===== config.mk =====
export PLATFORM = sky130hd
export DESIGN_NAME = adc_seq_ctrl
export DESIGN_NICKNAME = d
export VERILOG_FILES = /design/src/rtl/adc_seq_pkg.sv /design/src/rtl/adc_sclk_edge.sv /design/src/rtl/adc_ctrl_rx.sv /design/src/rtl/adc_sar_core.sv /design/src/rtl/adc_seq_ctrl.sv
export SDC_FILE = /design/constraint.sdc
export NUM_CORES = 1
export LEC_CHECK = 0
export BUFFER_PORTS_ARGS = -buffer_cell sky130_fd_sc_hd__buf_2
export CAP_MARGIN = 20
export CORE_UTILIZATION = 55
export CTS_BUF_LIST = sky130_fd_sc_hd__clkbuf_4
export DETAILED_ROUTE_END_ITERATION = 16
export PLACE_DENSITY = 0.72
export SYNTH_ARGS = -nofsm -noshare
export SYNTH_HDL_FRONTEND = slang
export SYNTH_SLANG_ARGS = --single-unit
export TNS_END_PERCENT = 100

===== constraint.sdc =====
create_clock -name clk -period 4.3 [get_ports clk]
set_input_delay 0.215 -clock clk [delete_from_list [all_inputs] [get_ports clk]]
set_output_delay 0.215 -clock clk [all_outputs]
set_load 0.01 [all_outputs]

===== src/rtl/adc_seq_pkg.sv =====
// Package: shared types and command-byte field positions for the
// successive-approximation sequencer. Assumes an 8-bit command.
package adc_seq_pkg;
    localparam int CTRL_W  = 8;
    localparam int BIP_POS = 6;
    localparam int INT_POS = 5;
    localparam logic [1:0] OP_CAL = 2'b01;

    typedef enum logic [1:0] {
        ST_IDLE = 2'd0,
        ST_CONV = 2'd1,
        ST_CAL  = 2'd2
    } seq_state_t;

    typedef struct packed {
        logic       bipolar;
        logic       int_clk;
        logic [1:0] op;
    } ctrl_fields_t;
endpackage


===== src/rtl/adc_sclk_edge.sv =====
// Serial-clock edge finder: compares sclk with its value one clk earlier.
// Assumes sclk is already synchronous to clk and much slower than it.
// Edges are gated off while chip select is high.
module adc_sclk_edge (
    input  logic clk,
    input  logic rst_n,
    input  logic sclk,
    input  logic cs_n,
    output logic rise,
    output logic fall
);
    logic sclk_q;

    // Hold the previous serial-clock level.
    always_ff @(posedge clk) begin
        if (!rst_n) sclk_q <= 1'b0;
        else        sclk_q <= sclk;
    end

    assign rise = !cs_n &&  sclk && !sclk_q;
    assign fall = !cs_n && !sclk &&  sclk_q;
endmodule


===== src/rtl/adc_ctrl_rx.sv =====
// Command receiver: while listening, waits for the first 1 on din at a
// serial-clock rise, then collects seven more bits. Issues a one-cycle
// valid pulse with the decoded fields. Assumes listen drops while busy.
module adc_ctrl_rx
    import adc_seq_pkg::*;
(
    input  logic         clk,
    input  logic         rst_n,
    input  logic         listen,
    input  logic         cs_n,
    input  logic         rise,
    input  logic         din,
    output logic         cmd_vld,
    output ctrl_fields_t cmd
);
    localparam int CNT_W = $clog2(CTRL_W);

    logic [CTRL_W-2:0] sh;
    logic [CNT_W-1:0]  cnt;

    // Frame and shift the command byte.
    always_ff @(posedge clk) begin
        if (!rst_n) begin
            sh      <= '0;
            cnt     <= '0;
            cmd_vld <= 1'b0;
            cmd     <= '0;
        end else begin
            cmd_vld <= 1'b0;
            if (!listen || cs_n) begin
                cnt <= '0;
            end else if (rise) begin
                if (cnt == '0) begin
                    if (din) begin
                        cnt <= CNT_W'(1);
                        sh  <= {{(CTRL_W-2){1'b0}}, 1'b1};
                    end
                end else if (cnt == CNT_W'(CTRL_W-1)) begin
                    cmd_vld     <= sh[CTRL_W-2];
                    cmd.bipolar <= sh[BIP_POS-1];
                    cmd.int_clk <= sh[INT_POS-1];
                    cmd.op      <= {sh[0], din};
                    cnt         <= '0;
                end else begin
                    sh  <= {sh[CTRL_W-3:0], din};
                    cnt <= cnt + CNT_W'(1);
                end
            end
        end
    end
endmodule


===== src/rtl/adc_sar_core.sv =====
// Approximation register: on start loads the MSB trial. On each step it
// keeps or clears the trial bit from the comparator and sets the next
// lower bit. After the LSB it pulses done one cycle later.
module adc_sar_core #(
    parameter int N = 14
) (
    input  logic         clk,
    input  logic         rst_n,
    input  logic         start,
    input  logic         step,
    input  logic         above,
    output logic [N-1:0] code,
    output logic         done
);
    localparam int IW = $clog2(N);

    logic [IW-1:0] idx;
    logic          active;

    // Successive-approximation stepping.
    always_ff @(posedge clk) begin
        if (!rst_n) begin
            code   <= '0;
            idx    <= '0;
            active <= 1'b0;
            done   <= 1'b0;
        end else begin
            done <= 1'b0;
            if (start) begin
                code   <= {1'b1, {(N-1){1'b0}}};
                idx    <= IW'(N-1);
                active <= 1'b1;
            end else if (step && active) begin
                code[idx] <= above;
                if (idx != '0) begin
                    code[idx - IW'(1)] <= 1'b1;
                    idx <= idx - IW'(1);
                end else begin
                    active <= 1'b0;
                    done   <= 1'b1;
                end
            end
        end
    end
endmodule


===== src/rtl/adc_seq_ctrl.sv =====
// Top sequencer: accepts commands, runs a conversion or a calibration,
// drives the strobe and shifts results out on serial-clock falls.
// Assumes sclk is synchronous to clk; shutdown clears like reset.
module adc_seq_ctrl
    import adc_seq_pkg::*;
#(
    parameter int RES_BITS  = 14,
    parameter int CAL_STEPS = 64
) (
    input  logic                clk,
    input  logic                rst_n,
    input  logic                shdn_n,
    input  logic                cs_n,
    input  logic                sclk,
    input  logic                din,
    input  logic                int_tick,
    input  logic                cmp_above,
    input  logic                cal_done,
    output logic                dout,
    output logic                dout_en,
    output logic                strobe,
    output logic                bipolar,
    output logic                cal_active,
    output logic [RES_BITS-1:0] dac_code
);
    localparam int CAL_W = (CAL_STEPS > 1) ? $clog2(CAL_STEPS) : 1;

    logic          run_n, rise, fall, step, cmd_vld, is_cal;
    logic          sar_start, sar_step, sar_done;
    ctrl_fields_t  cmd;
    seq_state_t    state;
    logic          int_sel, pend, pend_bit;
    logic [RES_BITS-1:0] out_sh, code;
    logic [CAL_W-1:0]    cal_cnt;

    assign run_n     = rst_n & shdn_n;
    assign step      = int_sel ? int_tick : rise;
    assign is_cal    = (cmd.op == OP_CAL);
    assign sar_start = cmd_vld && (state == ST_IDLE) && !is_cal;
    assign sar_step  = (state == ST_CONV) && step;

    adc_sclk_edge u_edge (
        .clk(clk), .rst_n(run_n), .sclk(sclk), .cs_n(cs_n),
        .rise(rise), .fall(fall)
    );

    adc_ctrl_rx u_rx (
        .clk(clk), .rst_n(run_n), .listen(state == ST_IDLE), .cs_n(cs_n),
        .rise(rise), .din(din), .cmd_vld(cmd_vld), .cmd(cmd)
    );

    adc_sar_core #(.N(RES_BITS)) u_sar (
        .clk(clk), .rst_n(run_n), .start(sar_start), .step(sar_step),
        .above(cmp_above), .code(code), .done(sar_done)
    );

    // Sequencer state, strobe and serial output path.
    always_ff @(posedge clk) begin
        if (!run_n) begin
            state    <= ST_IDLE;
            int_sel  <= 1'b0;
            bipolar  <= 1'b0;
            strobe   <= 1'b0;
            pend     <= 1'b0;
            pend_bit <= 1'b0;
            out_sh   <= '0;
            dout     <= 1'b0;
            cal_cnt  <= '0;
        end else begin
            if (fall) begin
                if (pend) begin
                    dout <= pend_bit;
                    pend <= 1'b0;
                end else begin
                    dout   <= out_sh[RES_BITS-1];
                    out_sh <= {out_sh[RES_BITS-2:0], 1'b0};
                end
            end
            unique case (state)
                ST_IDLE: begin
                    if (cmd_vld) begin
                        bipolar <= cmd.bipolar;
                        int_sel <= cmd.int_clk;
                        pend    <= 1'b0;
                        out_sh  <= '0;
                        if (is_cal) begin
                            state   <= ST_CAL;
                            cal_cnt <= '0;
                        end else begin
                            state  <= ST_CONV;
                            strobe <= !cmd.int_clk;
                        end
                    end
                end
                ST_CONV: begin
                    if (!int_sel) strobe <= 1'b0;
                    if (sar_step && !int_sel) begin
                        pend     <= 1'b1;
                        pend_bit <= cmp_above;
                    end
                    if (sar_done) begin
                        state <= ST_IDLE;
                        if (int_sel) begin
                            strobe <= 1'b1;
                            out_sh <= code;
                        end
                    end
                end
                ST_CAL: begin
                    if (cal_done || (step && cal_cnt == CAL_W'(CAL_STEPS-1)))
                        state <= ST_IDLE;
                    else if (step)
                        cal_cnt <= cal_cnt + CAL_W'(1);
                end
                default: state <= ST_IDLE;
            endcase
        end
    end

    assign dout_en    = !cs_n;
    assign cal_active = (state == ST_CAL);
    assign dac_code   = code;
endmodule


==> flow_summary.yaml <==
layout:
  syn_to_final_growth_pct: 7.71
  stdcell_area_um2: 3550
  final_layout_size_suffix_gt1_frac: 0.136
  fillCellCount: 534
  final_nets: 426
  multi_input_area_um2: 1880
  fin_util: 0.629
  ff_latch_area_um2: 1280
  antennaDiodeCount: 0
global_route:
  track_usage: 0.260
  grt_max_degree: 41
  antenna_found_initial: 0
  grt_pass1_wl_um: 12700
  grt-ovfl-total: 0
  first_global_vias: 2725
floorplan:
  start_util: 0.584
  row_count: 27
  io_pins: 28
  die_h_um: 79.4
  die_area_um2: 6310
  coreArea_um2: 5640
  dieWidth_um: 79.4
flow_run:
  drv_cap: 0
sta:
  fin_setup_tns_ns: 0
  tightest_slew_ns: 0.767
  drv_slew: 0
  finalSetupViolCount: 0
  holdWs_ns: 0.110
  final-hold-violation-count: 0
  rsz0062_at_grt: "false"
  period_share: 0.493
  max_freq_mhz: 472
  fin_skew_ns: 0.0126
  layout_min_cycle_time_ns: 2.12
  relSlewSlack: 0.488
cts:
  cts_root_buffer: "clkbuf_4"
  post_cts_buffers: 0
  cts_tree: "built"
  clk_path_buf_depth: 2
  path_clk_slew_ns: 0.12
  clock_sinks: 64
  ctsHoldBuffers: 0
  cts_resized: 0
  clk_latency_ns: 0.41
  htree_levels: 3
  cts_inserted_buffers: 9
synthesis:
  synth-edff-count: 0
  async_reset_ff_frac: 0
  synthTopCellsByArea: "dfxtp_1, mux2i_1, nor2_1, a21oi_1, a2bb2oi_1"
  syn_area_um2: 3300
  synth.avg_cell_area_um2: 8.47
  synthDistinctLibCells: 55
  synthCells: 389
  yosysSeqAreaShare: 0.389
  synth-seq-cells: 64
  synth_top_area_frac: 0.389
  synth.most_common_cell: "dfxtp_1"
  synth_nets: 408
  ys.flop_type: "dfxtp_1"
  yosysWarnings: 0
  yosys-top-cells-count: "dfxtp_1, nor2_1, nand2_1, a21oi_1, mux2i_1"
  yosys.area.top_type: "dfxtp_1"
power_and_ir_drop:
  pwr-share-comb: 0.035
  sw_frac_of_total: 0.264
  powerDensity_nw_per_um2: 276
  power_switching_w: 0.000259
  vdd_ir_drop_max_mv: 0.158
  p_total_w: 0.000980
  seq_power_share: 0.606
  p_clk_frac: 0.359
  p_leak_nw: 1.27
  p_int_w: 0.000722
route:
  via_per_inst: 6.05
  vias: 2926
  wl_per_cell_um: 15.7
  drtIter0Drc: 128
  drc: 0
  totalWireLength_um: 7600
  dr.pass1.iters: 4
  postRouteAntennaNets: 0
critical_path:
  criticalPathCategory: "reg -> reg"
  max_stage_delay_ns: 0.59
  cp-start-kind: "register"
  crit_buf_inv: 1
  critical-path-top-delay-family: "simple AND/OR/NAND/NOR gates"
  path_max_fanout: 20
  endpoint_kind: "register"
  critPathSlowestCell: "or4_1"
  cp_cell_sequence: "inv_1 -> ha_1 -> or4_1 -> o21ai_0 -> a21oi_1 -> nor3_1"
  required_ns: 4.63
  worstPathArrival_ns: 2.45
min_path:
  min_path_type: "in -> reg"
placed_design:
  dpl.hpwl_um: 5350
  portBuffers: 27
  place_area_um2: 3430
  globalplace.congestion: 0.921
outcome:
  outcome: "completed"
-- cells by family after synthesis --
kind of cell	after synthesis	synth area share
compound gates	95	0.196
xor+xnor	7	0.0186
fa+ha+maj	10	0.0380
buf+inv	32	0.0421
flops	64	0.389
mux	24	0.0729
simple gates	157	0.244
-- metal layers --
metal  GRT usage  wire, um
met5           0         0
met4       0.113       144
met3      0.0377       313
met2       0.455      3700
met1       0.316      3440
-- worst register-to-register path: stages, from the launching register on --
cell and delay (ns):
dfxtp_1 0.49, inv_1 0.14, ha_1 0.47, or4_1 0.59, o21ai_0 0.09, a21oi_1 0.10
nor3_1 0.17
-- power by group through the flow --
stage          logic [W]  registers, W  clock network [W]
6_report       0.0000342      0.000594           0.000352
3_3_place_gp   0.0000337      0.000608                  0
3_5_place_dp   0.0000340      0.000608                  0
2_1_floorplan  0.0000211      0.000607                  0
4_1_cts        0.0000341      0.000594           0.000359
5_1_grt        0.0000378      0.000595           0.000388
-- final cells by class --
| class | instances | share of cell area |
|---|---|---|
| Multi-Input combinational cell | 293 | 0.528 |
| Sequential cell | 64 | 0.361 |
| Inverter | 10 | 0.0106 |
| Clock inverter | 7 | 0.0134 |
| Timing Repair Buffer | 29 | 0.0423 |
| Tap cell | 72 | 0.0254 |
| Clock buffer | 9 | 0.0190 |
-- sequential cells by signal, summed over array words and instances, names as in the netlist, 2 cells and up --
name        flops
out_sh         14
u_rx.cnt        3
u_rx.sh         7
u_sar.code     14
u_sar.idx       4
u_rx.cmd        4
cal_cnt         6
state           2
-- cells in the final DEF (no fill, tap or decap), types with 2 or more instances in the layout --
master,n
dfxtp_1,64
nor2_1,49
nand2_1,34
a21oi_1,27
buf_2,27
mux2i_1,24
nand3_1,23
a2bb2oi_1,15
o21ai_0,12
inv_1,10
nand2b_1,10
ha_1,10
nor3_1,9
clkbuf_4,9
nor2b_1,7
xnor2_1,7
o22ai_1,6
o31ai_1,5
a22oi_1,5
a211oi_1,5
nor3b_2,3
nand3b_1,3
o21ai_1,3
and3_1,3
a31oi_1,3
and2_1,2
or3_1,2
o311ai_1,2
clkinv_4,2
clkinv_2,2
buf_4,2
-- stage by stage --
step / cells / setup slack [ns]
after floorplan: 389 / 2.53
final: 484 / 2.18
after CTS: 484 / 2.22
after global placement: 468 / 2.33
after global routing: 484 / 1.98
after detailed placement: 468 / 2.25
-- final timing paths --
path	start	endpoint	slack [ns]	depth (start not counted)
worst min-delay path	shdn_n	u_rx.cmd_vld	0.11	3
worst min register to register	u_rx.sh[6]	u_rx.cmd_vld	0.46	2
worst max register to register	u_sar.idx[0]	u_sar.code[0]	2.18	6
worst max-delay path	u_sar.idx[0]	u_sar.code[0]	2.18	6
(Power assumes the default switching activity.)
